--- src/rtl/ulpi_seq_pkg.sv ---
package ulpi_seq_pkg;

    localparam int DATA_W = 8;
    localparam int CODE_W = 2;
    localparam int ADDR_W = DATA_W - CODE_W;

    localparam logic [CODE_W-1:0] CMD_REGW = 2'b10;
    localparam logic [CODE_W-1:0] CMD_REGR = 2'b11;

    typedef enum logic [3:0] {
        S_WAIT,
        S_IDLE,
        S_WCMD,
        S_WDAT,
        S_WSTP,
        S_RCMD,
        S_RDIR,
        S_RCAP,
        S_REND
    } seq_state_e;

    typedef struct packed {
        seq_state_e          st;
        logic [ADDR_W-1:0]   addr;
        logic [DATA_W-1:0]   wdata;
        logic [DATA_W-1:0]   rdata;
        logic                done;
        logic                aborted;
    } seq_regs_t;

    localparam seq_regs_t SEQ_RESET = '{
        st:      S_WAIT,
        addr:    '0,
        wdata:   '0,
        rdata:   '0,
        done:    1'b0,
        aborted: 1'b0
    };

endpackage

--- src/rtl/ulpi_wake_timer.sv ---
module ulpi_wake_timer #(
    parameter int WAKE_CYCLES = 60000
) (
    input  logic clk,
    input  logic rst_n,
    input  logic phy_off,
    output logic wake_done
);
    localparam int CNT_W = $clog2(WAKE_CYCLES + 1);
    localparam logic [CNT_W-1:0] CNT_MAX = CNT_W'(WAKE_CYCLES);

    logic [CNT_W-1:0] cnt_d, cnt_q;

    always_comb begin
        cnt_d = cnt_q;
        if (phy_off) begin
            cnt_d = '0;
        end else if (cnt_q != CNT_MAX) begin
            cnt_d = cnt_q + 1'b1;
        end
    end

    always_ff @(posedge clk or negedge rst_n) begin
        if (!rst_n) begin
            cnt_q <= '0;
        end else begin
            cnt_q <= cnt_d;
        end
    end

    assign wake_done = (cnt_q == CNT_MAX);


    off_clears_chk: assert property (@(posedge clk) disable iff (!rst_n)
        phy_off |=> !wake_done);

endmodule

--- src/rtl/ulpi_reg_fsm.sv ---
module ulpi_reg_fsm
    import ulpi_seq_pkg::*;
(
    input  logic              clk,
    input  logic              rst_n,
    input  logic              phy_off,
    input  logic              wake_done,
    input  logic              req_valid,
    input  logic              req_write,
    input  logic [ADDR_W-1:0] req_addr,
    input  logic [DATA_W-1:0] req_wdata,
    output logic [DATA_W-1:0] rd_data,
    output logic              done,
    output logic              aborted,
    input  logic [DATA_W-1:0] data_in,
    output logic [DATA_W-1:0] data_out,
    output logic              data_oe,
    input  logic              dir,
    input  logic              nxt,
    output logic              stp
);
    seq_regs_t q, d;
    logic owns_bus;

    always_comb begin
        d         = q;
        d.done    = 1'b0;
        d.aborted = 1'b0;
        if (phy_off) begin
            d.st = S_WAIT;
        end else begin
            case (q.st)
                S_WAIT: if (wake_done) d.st = S_IDLE;
                S_IDLE: begin
                    if (req_valid && !dir) begin
                        d.addr  = req_addr;
                        d.wdata = req_wdata;
                        d.st    = req_write ? S_WCMD : S_RCMD;
                    end
                end
                S_WCMD: begin
                    if (dir) begin
                        d.st      = S_IDLE;
                        d.aborted = 1'b1;
                    end else if (nxt) begin
                        d.st = S_WDAT;
                    end
                end
                S_WDAT: begin
                    if (dir) begin
                        d.st      = S_IDLE;
                        d.aborted = 1'b1;
                    end else if (nxt) begin
                        d.st = S_WSTP;
                    end
                end
                S_WSTP: begin
                    d.st   = S_IDLE;
                    d.done = 1'b1;
                end
                S_RCMD: begin
                    if (dir) begin
                        d.st      = S_IDLE;
                        d.aborted = 1'b1;
                    end else if (nxt) begin
                        d.st = S_RDIR;
                    end
                end
                S_RDIR: if (dir) d.st = S_RCAP;
                S_RCAP: begin
                    d.rdata = data_in;
                    d.done  = 1'b1;
                    d.st    = S_REND;
                end
                S_REND: if (!dir) d.st = S_IDLE;
                default: d.st = S_WAIT;
            endcase
        end
    end

    always_ff @(posedge clk or negedge rst_n) begin
        if (!rst_n) begin
            q <= SEQ_RESET;
        end else begin
            q <= d;
        end
    end

    always_comb begin
        case (q.st)
            S_WCMD:  data_out = {CMD_REGW, q.addr};
            S_WDAT:  data_out = q.wdata;
            S_RCMD:  data_out = {CMD_REGR, q.addr};
            default: data_out = '0;
        endcase
    end

    assign owns_bus = q.st inside {S_IDLE, S_WCMD, S_WDAT, S_WSTP, S_RCMD};
    assign data_oe  = owns_bus && !dir;
    assign stp      = (q.st == S_WSTP);
    assign rd_data  = q.rdata;
    assign done     = q.done;
    assign aborted  = q.aborted;


    abort_on_dir_chk: assert property (@(posedge clk) disable iff (!rst_n)
        ((q.st inside {S_WCMD, S_WDAT, S_RCMD}) && dir && !phy_off)
        |=> (aborted && !done && !stp));


    cmd_hold_chk: assert property (@(posedge clk) disable iff (!rst_n)
        ((q.st inside {S_WCMD, S_RCMD}) && !nxt && !dir && !phy_off)
        |=> $stable(data_out));


    stp_single_chk: assert property (@(posedge clk) disable iff (!rst_n)
        stp |=> !stp);


    read_capture_chk: assert property (@(posedge clk) disable iff (!rst_n)
        ((q.st == S_RCAP) && !phy_off) |=> (done && rd_data == $past(data_in)));

endmodule

--- src/rtl/ulpi_reg_seq.sv ---
module ulpi_reg_seq
    import ulpi_seq_pkg::*;
#(
    parameter int WAKE_CYCLES = 60000
) (
    input  logic              clk,
    input  logic              rst_n,
    input  logic              phy_off,
    input  logic              req_valid,
    input  logic              req_write,
    input  logic [ADDR_W-1:0] req_addr,
    input  logic [DATA_W-1:0] req_wdata,
    output logic [DATA_W-1:0] rd_data,
    output logic              done,
    output logic              aborted,
    input  logic [DATA_W-1:0] ulpi_data_in,
    output logic [DATA_W-1:0] ulpi_data_out,
    output logic              ulpi_data_oe,
    input  logic              ulpi_dir,
    input  logic              ulpi_nxt,
    output logic              ulpi_stp
);
    logic wake_done;

    ulpi_wake_timer #(
        .WAKE_CYCLES(WAKE_CYCLES)
    ) u_timer (
        .clk       (clk),
        .rst_n     (rst_n),
        .phy_off   (phy_off),
        .wake_done (wake_done)
    );

    ulpi_reg_fsm u_fsm (
        .clk       (clk),
        .rst_n     (rst_n),
        .phy_off   (phy_off),
        .wake_done (wake_done),
        .req_valid (req_valid),
        .req_write (req_write),
        .req_addr  (req_addr),
        .req_wdata (req_wdata),
        .rd_data   (rd_data),
        .done      (done),
        .aborted   (aborted),
        .data_in   (ulpi_data_in),
        .data_out  (ulpi_data_out),
        .data_oe   (ulpi_data_oe),
        .dir       (ulpi_dir),
        .nxt       (ulpi_nxt),
        .stp       (ulpi_stp)
    );


    wait_quiet_chk: assert property (@(posedge clk) disable iff (!rst_n)
        !wake_done |-> (!ulpi_data_oe && !done && !aborted));

endmodule

--- config.mk ---
export PLATFORM = sky130hd
export DESIGN_NAME = ulpi_reg_seq
export DESIGN_NICKNAME = d
export VERILOG_FILES = /design/src/rtl/ulpi_seq_pkg.sv /design/src/rtl/ulpi_wake_timer.sv /design/src/rtl/ulpi_reg_fsm.sv /design/src/rtl/ulpi_reg_seq.sv
export SDC_FILE = /design/constraint.sdc
export NUM_CORES = 1
export LEC_CHECK = 0
export BUFFER_PORTS_ARGS = -buffer_cell sky130_fd_sc_hd__buf_2
export CAP_MARGIN = 40
export CORE_MARGIN = 5
export CORE_UTILIZATION = 49
export DETAILED_ROUTE_END_ITERATION = 10
export PLACE_DENSITY = 0.81
export SKIP_CTS_REPAIR_TIMING = 1
export SLEW_MARGIN = 20
export SYNTH_ARGS = -nofsm -noshare
export SYNTH_HDL_FRONTEND = slang
export SYNTH_SLANG_ARGS = --single-unit
--- constraint.sdc ---
create_clock -name clk -period 1.7 [get_ports clk]
set_input_delay 0 -clock clk [delete_from_list [all_inputs] [get_ports clk]]
set_output_delay 0 -clock clk [all_outputs]
set_load 0.02 [all_outputs]
; Word-level counts from Yosys, hierarchy flattened
; Cells that the tools add are included.
[word_totals]
reg_bits = 44
latchBits = 0
ram_bits = 0
romBits = 0
input_bits = 29
out_inout_bits = 20
wordCells = 57
n_memories = 0
[classes]
n_addsub = 1
multipliers = 0
div = 0
n_lt_le_gt_ge = 0
eq_ne = 17
n_shift = 0
n_mux = 20
n_bitwise = 1
n_reduce_logical = 11
[op_table]
columns = cell, count
row1 = 2-to-1 mux 4 bit, 10
row2 = one-hot mux 4 bit (9 select lines), 1
row3 = 2-to-1 mux 16 bit, 2
row4 = one-hot mux 8 bit (3 select lines), 1
row5 = 2-to-1 mux 18 bit, 1
row6 = adder 16 x 1 -> 16 bit (second input constant), 1
row7 = == test 16 bit (second input constant), 1
row8 = == test 4 x 3 -> 1 bit (second input constant), 4
row9 = inequality test 16 bit (second input constant), 1
row10 = inequality test 4 bit (second input constant), 3
row11 = == test 4 x 2 -> 1 bit (second input constant), 2
row12 = AND reduction 7 bit, 1
row13 = inequality test 3 x 2 -> 1 bit (second input constant), 2
row14 = inequality test 3 bit (second input constant), 2
row15 = nonzero test 5 bit, 1
row16 = == test 4 x 1 -> 1 bit (second input constant), 1
row17 = == test 4 bit (second input constant), 1
row18 = zero test 4 bit, 1
row19 = 2-to-1 mux 1 bit, 3
row20 = 2-to-1 mux 3 bit, 1
row21 = AND reduction 3 bit, 1
row22 = OR reduction 3 bit, 1
row23 = logical AND 1 bit, 2
row24 = 2-to-1 mux 2 bit, 1
row25 = other kinds (5), 5

; Longest topological paths before layout
[logic_depth]
ltp_word = 5
depth_mapped = 6
depth_no_buf = 6

; Cells and area by module
; A second synthesis with hierarchy kept.
[unflattened]
hier_cells = 235
area_unflattened_um2 = 2396.0
[modules_own_cells]
columns = module, instances, cells_per_inst, area_each_um2
row1 = ulpi_reg_fsm, 1, 148, 1536.5
row2 = ulpi_wake_timer, 1, 87, 859.6

; Worst setup path after synthesis
; No wires, ideal clock.
[synth_path]
path_kind = register -> output
start = register u_fsm.q[27] in the netlist's numbering
end = output port ulpi_data_oe
arrival_ns = 1.923
required_ns = 1.700
path_slack_ns = -0.223
path_stages_with_launch = 4
path_buffers = 2
path_cell_list = dfrtp_1 > clkbuf_1 > clkbuf_1 > a2111oi_0
[synth_via]
elab_chain_cells = 3
word_cells_on_any_way = 7
[synth_lines]
columns = element, line_no
row1 = from (decl), ulpi_reg_fsm.sv:22  ; seq_regs_t q, d;
row2 = from (signal assigned), ulpi_reg_fsm.sv:83  ; q <= SEQ_RESET;
row3 = from (signal assigned), ulpi_reg_fsm.sv:85  ; q <= d;
row4 = "== test 4 x 1 -> 1 bit, or another cell as far along", ulpi_reg_fsm.sv:98  ; assign owns_bus = q.st inside {S_IDLE, S_WCMD, S_WDAT, S_WSTP, S_RCMD};
row5 = nonzero test 5 bit (*), ulpi_reg_fsm.sv:98
row6 = logical AND 1 bit (*), ulpi_reg_fsm.sv:99  ; assign data_oe = owns_bus && !dir;
row7 = to (decl), ulpi_reg_seq.sv:18  ; output logic ulpi_data_oe,
; Mark *: on every way between the ends. The rest lies on a longest branch, timed or not.

; Worst setup path after layout
[layout_path]
start = register u_timer.cnt_q[10]
end = register u_timer.cnt_q[1]
[layout_via]
elab_chain_cells = 2
[layout_lines]
columns = element, line_no
row1 = from (decl), ulpi_wake_timer.sv:12  ; logic [CNT_W-1:0] cnt_d, cnt_q;
row2 = from (signal assigned), ulpi_wake_timer.sv:27  ; cnt_q <= cnt_d;
row3 = inequality test 16 bit, ulpi_wake_timer.sv:18  ; end else if (cnt_q != CNT_MAX) begin
row4 = nonzero test 2 bit (no source line), n/a
; Every way passes these cells.
; A chain may end at the register's enable or synchronous reset.

==> results.py <==
metrics = {
    "die": {
        "coreArea_sq_um": 4790,
        "initial_core_util_pct": 51.1,
        "placementRows": 25,
        "die-width_um": 80.7,
        "fp.dieH_um": 80.7,
        "ios": 49,
        "die-area_sq_um": 6510,
    },
    "logic_synthesis": {
        "syn_nets": 272,
        "synth-simple-area-share_pct": 20.2,
        "synth_top_family_by_area": "simple AND/OR/NAND/NOR gates",
        "ys_seq_elements": 44,
        "synth-xor-area-share_pct": 4.30,
        "synth_fa_ha_area_share_pct": 1.02,
        "synthCells": 241,
        "synth_flop_cell": "dfrtp_1",
        "syn-cell-area_sq_um": 2450,
        "post_synth_num_cell_types": 50,
        "synth.area.mux_share_pct": 13.0,
        "synth-edff-count": 0,
        "async_flop_share_pct": 100,
        "avgSynthCellArea_sq_um": 10.1,
        "yosysWarnings": 0,
        "synth_compound_area_share_pct": 10.7,
        "seq_area_frac_synth_pct": 45.0,
    },
    "drt": {
        "drc": 0,
        "drt_iter0_markers": 146,
        "wire_per_inst_um": 15.5,
        "final_antenna_net_count": 0,
        "via_per_inst": 5.48,
        "via_count": 2165,
        "first_pass_iters": 5,
        "wl_um": 6130,
    },
    "timing": {
        "post-route-period-util_pct": 99.7,
        "fmax_ghz": 0.590,
        "finClkSkew_ps": 11.2,
        "tightestPinTransition_ps": 563,
        "tns_ps": 0,
        "slew_headroom_pct": 62.4,
        "grt_setup_unrepaired": "true",
        "slew_viol_final": 0,
        "setup_viol": 0,
        "hold_violations": 0,
        "fin_crit_ps": 1690,
    },
    "hold_path": {
        "hold-path-endpoint": "u_fsm.q[24]",
        "holdCritStartpoint": "phy_off",
        "hp-class": "primary input to flip-flop",
        "hold-path-cell-count": 4,
    },
    "finish": {
        "fill_cells": 347,
        "most-common-layout-cells": "buf_2, dfrtp_1, buf_4, nor2_1",
        "nets": 358,
        "layout-drive-gt1-share_pct": 38.7,
        "final_area_sq_um": 3290,
        "mostFrequentLayoutCell": "buf_2",
        "n_antenna_cell": 0,
        "area_growth_pct": 34.6,
    },
    "clock_network": {
        "cts-root-buf": "clkbuf_8",
        "cts_inserted_buffers": 5,
        "clkTransAtPathRegs_ps": 90,
        "insertion_delay_ps": 310,
        "cts_tree": "done",
        "cts_max_path_buffers": 2,
        "numClockSinks": 44,
        "htreeDepth": 2,
    },
    "pwr": {
        "leakage_nw": 1.52,
        "power.density_nw_per_um2": 584,
        "peakVddDrop_uv": 501,
    },
    "critical_path": {
        "r2r_setup_slack_ps": 5,
        "cp.arrival_ps": 1880,
        "worstPathMaxFanout": 4,
        "r2r_start": "u_timer.cnt_q[10]",
        "rr_worst_depth": 5,
        "timing.rr.end": "u_timer.cnt_q[1]",
        "critical_path_class": "flip-flop to flip-flop",
        "endpoint_kind": "flip-flop",
        "cp_data_required_time_ps": 1890,
        "crit_path_start_kind": "flip-flop",
    },
    "run": {
        "cap_violations": 0,
    },
    "placed_design": {
        "placed_cell_area_sq_um": 2820,
        "finalWeightedCongestion": 0.798,
        "hpwlAfterDp_um": 3830,
        "io_buffers": 48,
    },
    "grt": {
        "antenna_found_initial": 0,
        "grt.overflow.total": 0,
        "grt_pass1_vias": 1973,
        "groute.usage.overall_pct": 17.9,
        "grt_max_degree": 45,
        "grt_pass1_wl_um": 8950,
    },
    "run_status": {
        "status": "finished clean",
    },
}
==> area by class of cell <==
| class | instances | area, sq um | area share [%] |
|---|---|---|---|
| multi-input combinational | 169 | 1260 | 38.3 |
| tap | 67 | 83.8 | 2.55 |
| clock buffer | 6 | 82.6 | 2.51 |
| timing repair buffer | 100 | 724 | 22.0 |
| clock inverter | 2 | 10.0 | 0.304 |
| inverter | 7 | 26.3 | 0.798 |
| sequential | 44 | 1100 | 33.6 |
==> cell usage after synthesis, drive strengths merged, types with 2 or more instances <==
library cell  count  share of area [%]
ha                2                1.0
mux2             23                 11
nand4             5                1.3
nand2             4               0.61
a21oi            17                3.5
nand3             9                1.8
or3               3               0.77
mux2i             6                2.5
o211ai            3                1.1
a2111oi           3                1.3
and4              2               0.77
xnor2             6                2.1
nor2b             2               0.51
or4               2               0.77
nand3b            2               0.61
o21ai             6                1.2
nor2             28                4.3
nor3              6                1.2
a211oi            2               0.61
o31ai             3               0.92
nand2b            8                2.0
or2               2               0.51
clkbuf            9                1.4
nand4bb           2               0.92
buf              12                3.2
xor2              6                2.1
dfrtp            44                 45
inv               7                1.1
nor4              4                1.6
==> worst max path at each step <==
stage | startpoint | endpoint | slack, ps | depth (start not counted)
floorplan | u_fsm.q[27] | ulpi_data_oe | 20 | 3
global placement | u_timer.cnt_q[10] | u_fsm.q[24] | 40 | 4
detailed placement | u_timer.cnt_q[10] | u_fsm.q[24] | 10 | 4
CTS | u_fsm.q[24] | ulpi_data_out[0] | -110 | 7
global route | u_fsm.q[26] | ulpi_data_out[1] | -80 | 7
finish | u_timer.cnt_q[10] | u_timer.cnt_q[1] | 5 | 5
==> where the power goes <==
part           internal [mW]  total (mW)  leakage, nW  switching, mW
sequential              1.06        1.07        0.606         0.0123
combinational         0.0870       0.161        0.865         0.0736
clock                  0.325       0.688       0.0510          0.363
==> per-stage QoR <==
step	hold WS, ps	util (%)	setup slack (ps)	power [mW]	cells
floorplan	-296	-	24.2	1.14	241
global placement	118	59.0	38.2	1.21	357
detailed placement	117	59.0	13.0	1.21	357
CTS	-214	60.9	-115	1.90	365
global route	52.4	68.8	-81.7	2.01	395
finish	23.7	68.8	5.29	1.92	395
==> worst max-delay path, cell delays in order (launching register included) <==
cell and delay [ps]:
dfrtp_1 380, or4_4 540, nor4_4 270, buf_4 180
mux2i_1 170, nor2_1 50
==> per-layer routing <==
| metal | vias up | wire length, um | global-route usage, % |
|---|---|---|---|
| met3 | 10 | 369 | 5.27 |
| met5 | - | 0 | 0 |
| met4 | 0 | 99 | 6.76 |
| met2 | 75 | 3170 | 29.5 |
| li1 | 1028 | - | - |
| met1 | 1052 | 2490 | 22.2 |
==> flip-flops by register name, summed over array words and instances, names as in the netlist <==
signal / cells
u_fsm.aborted: 1
u_fsm.done: 1
u_fsm.q: 18
u_fsm.rd_data: 8
u_timer.cnt_q: 16
==> cells by family after synthesis <==
group / after synthesis
buf+inv: 28
xor+xnor: 12
fa+ha+maj: 2
flops: 44
compound gates: 40
simple gates: 86
mux: 29
Note: power is estimated with default switching activity, not from simulation.
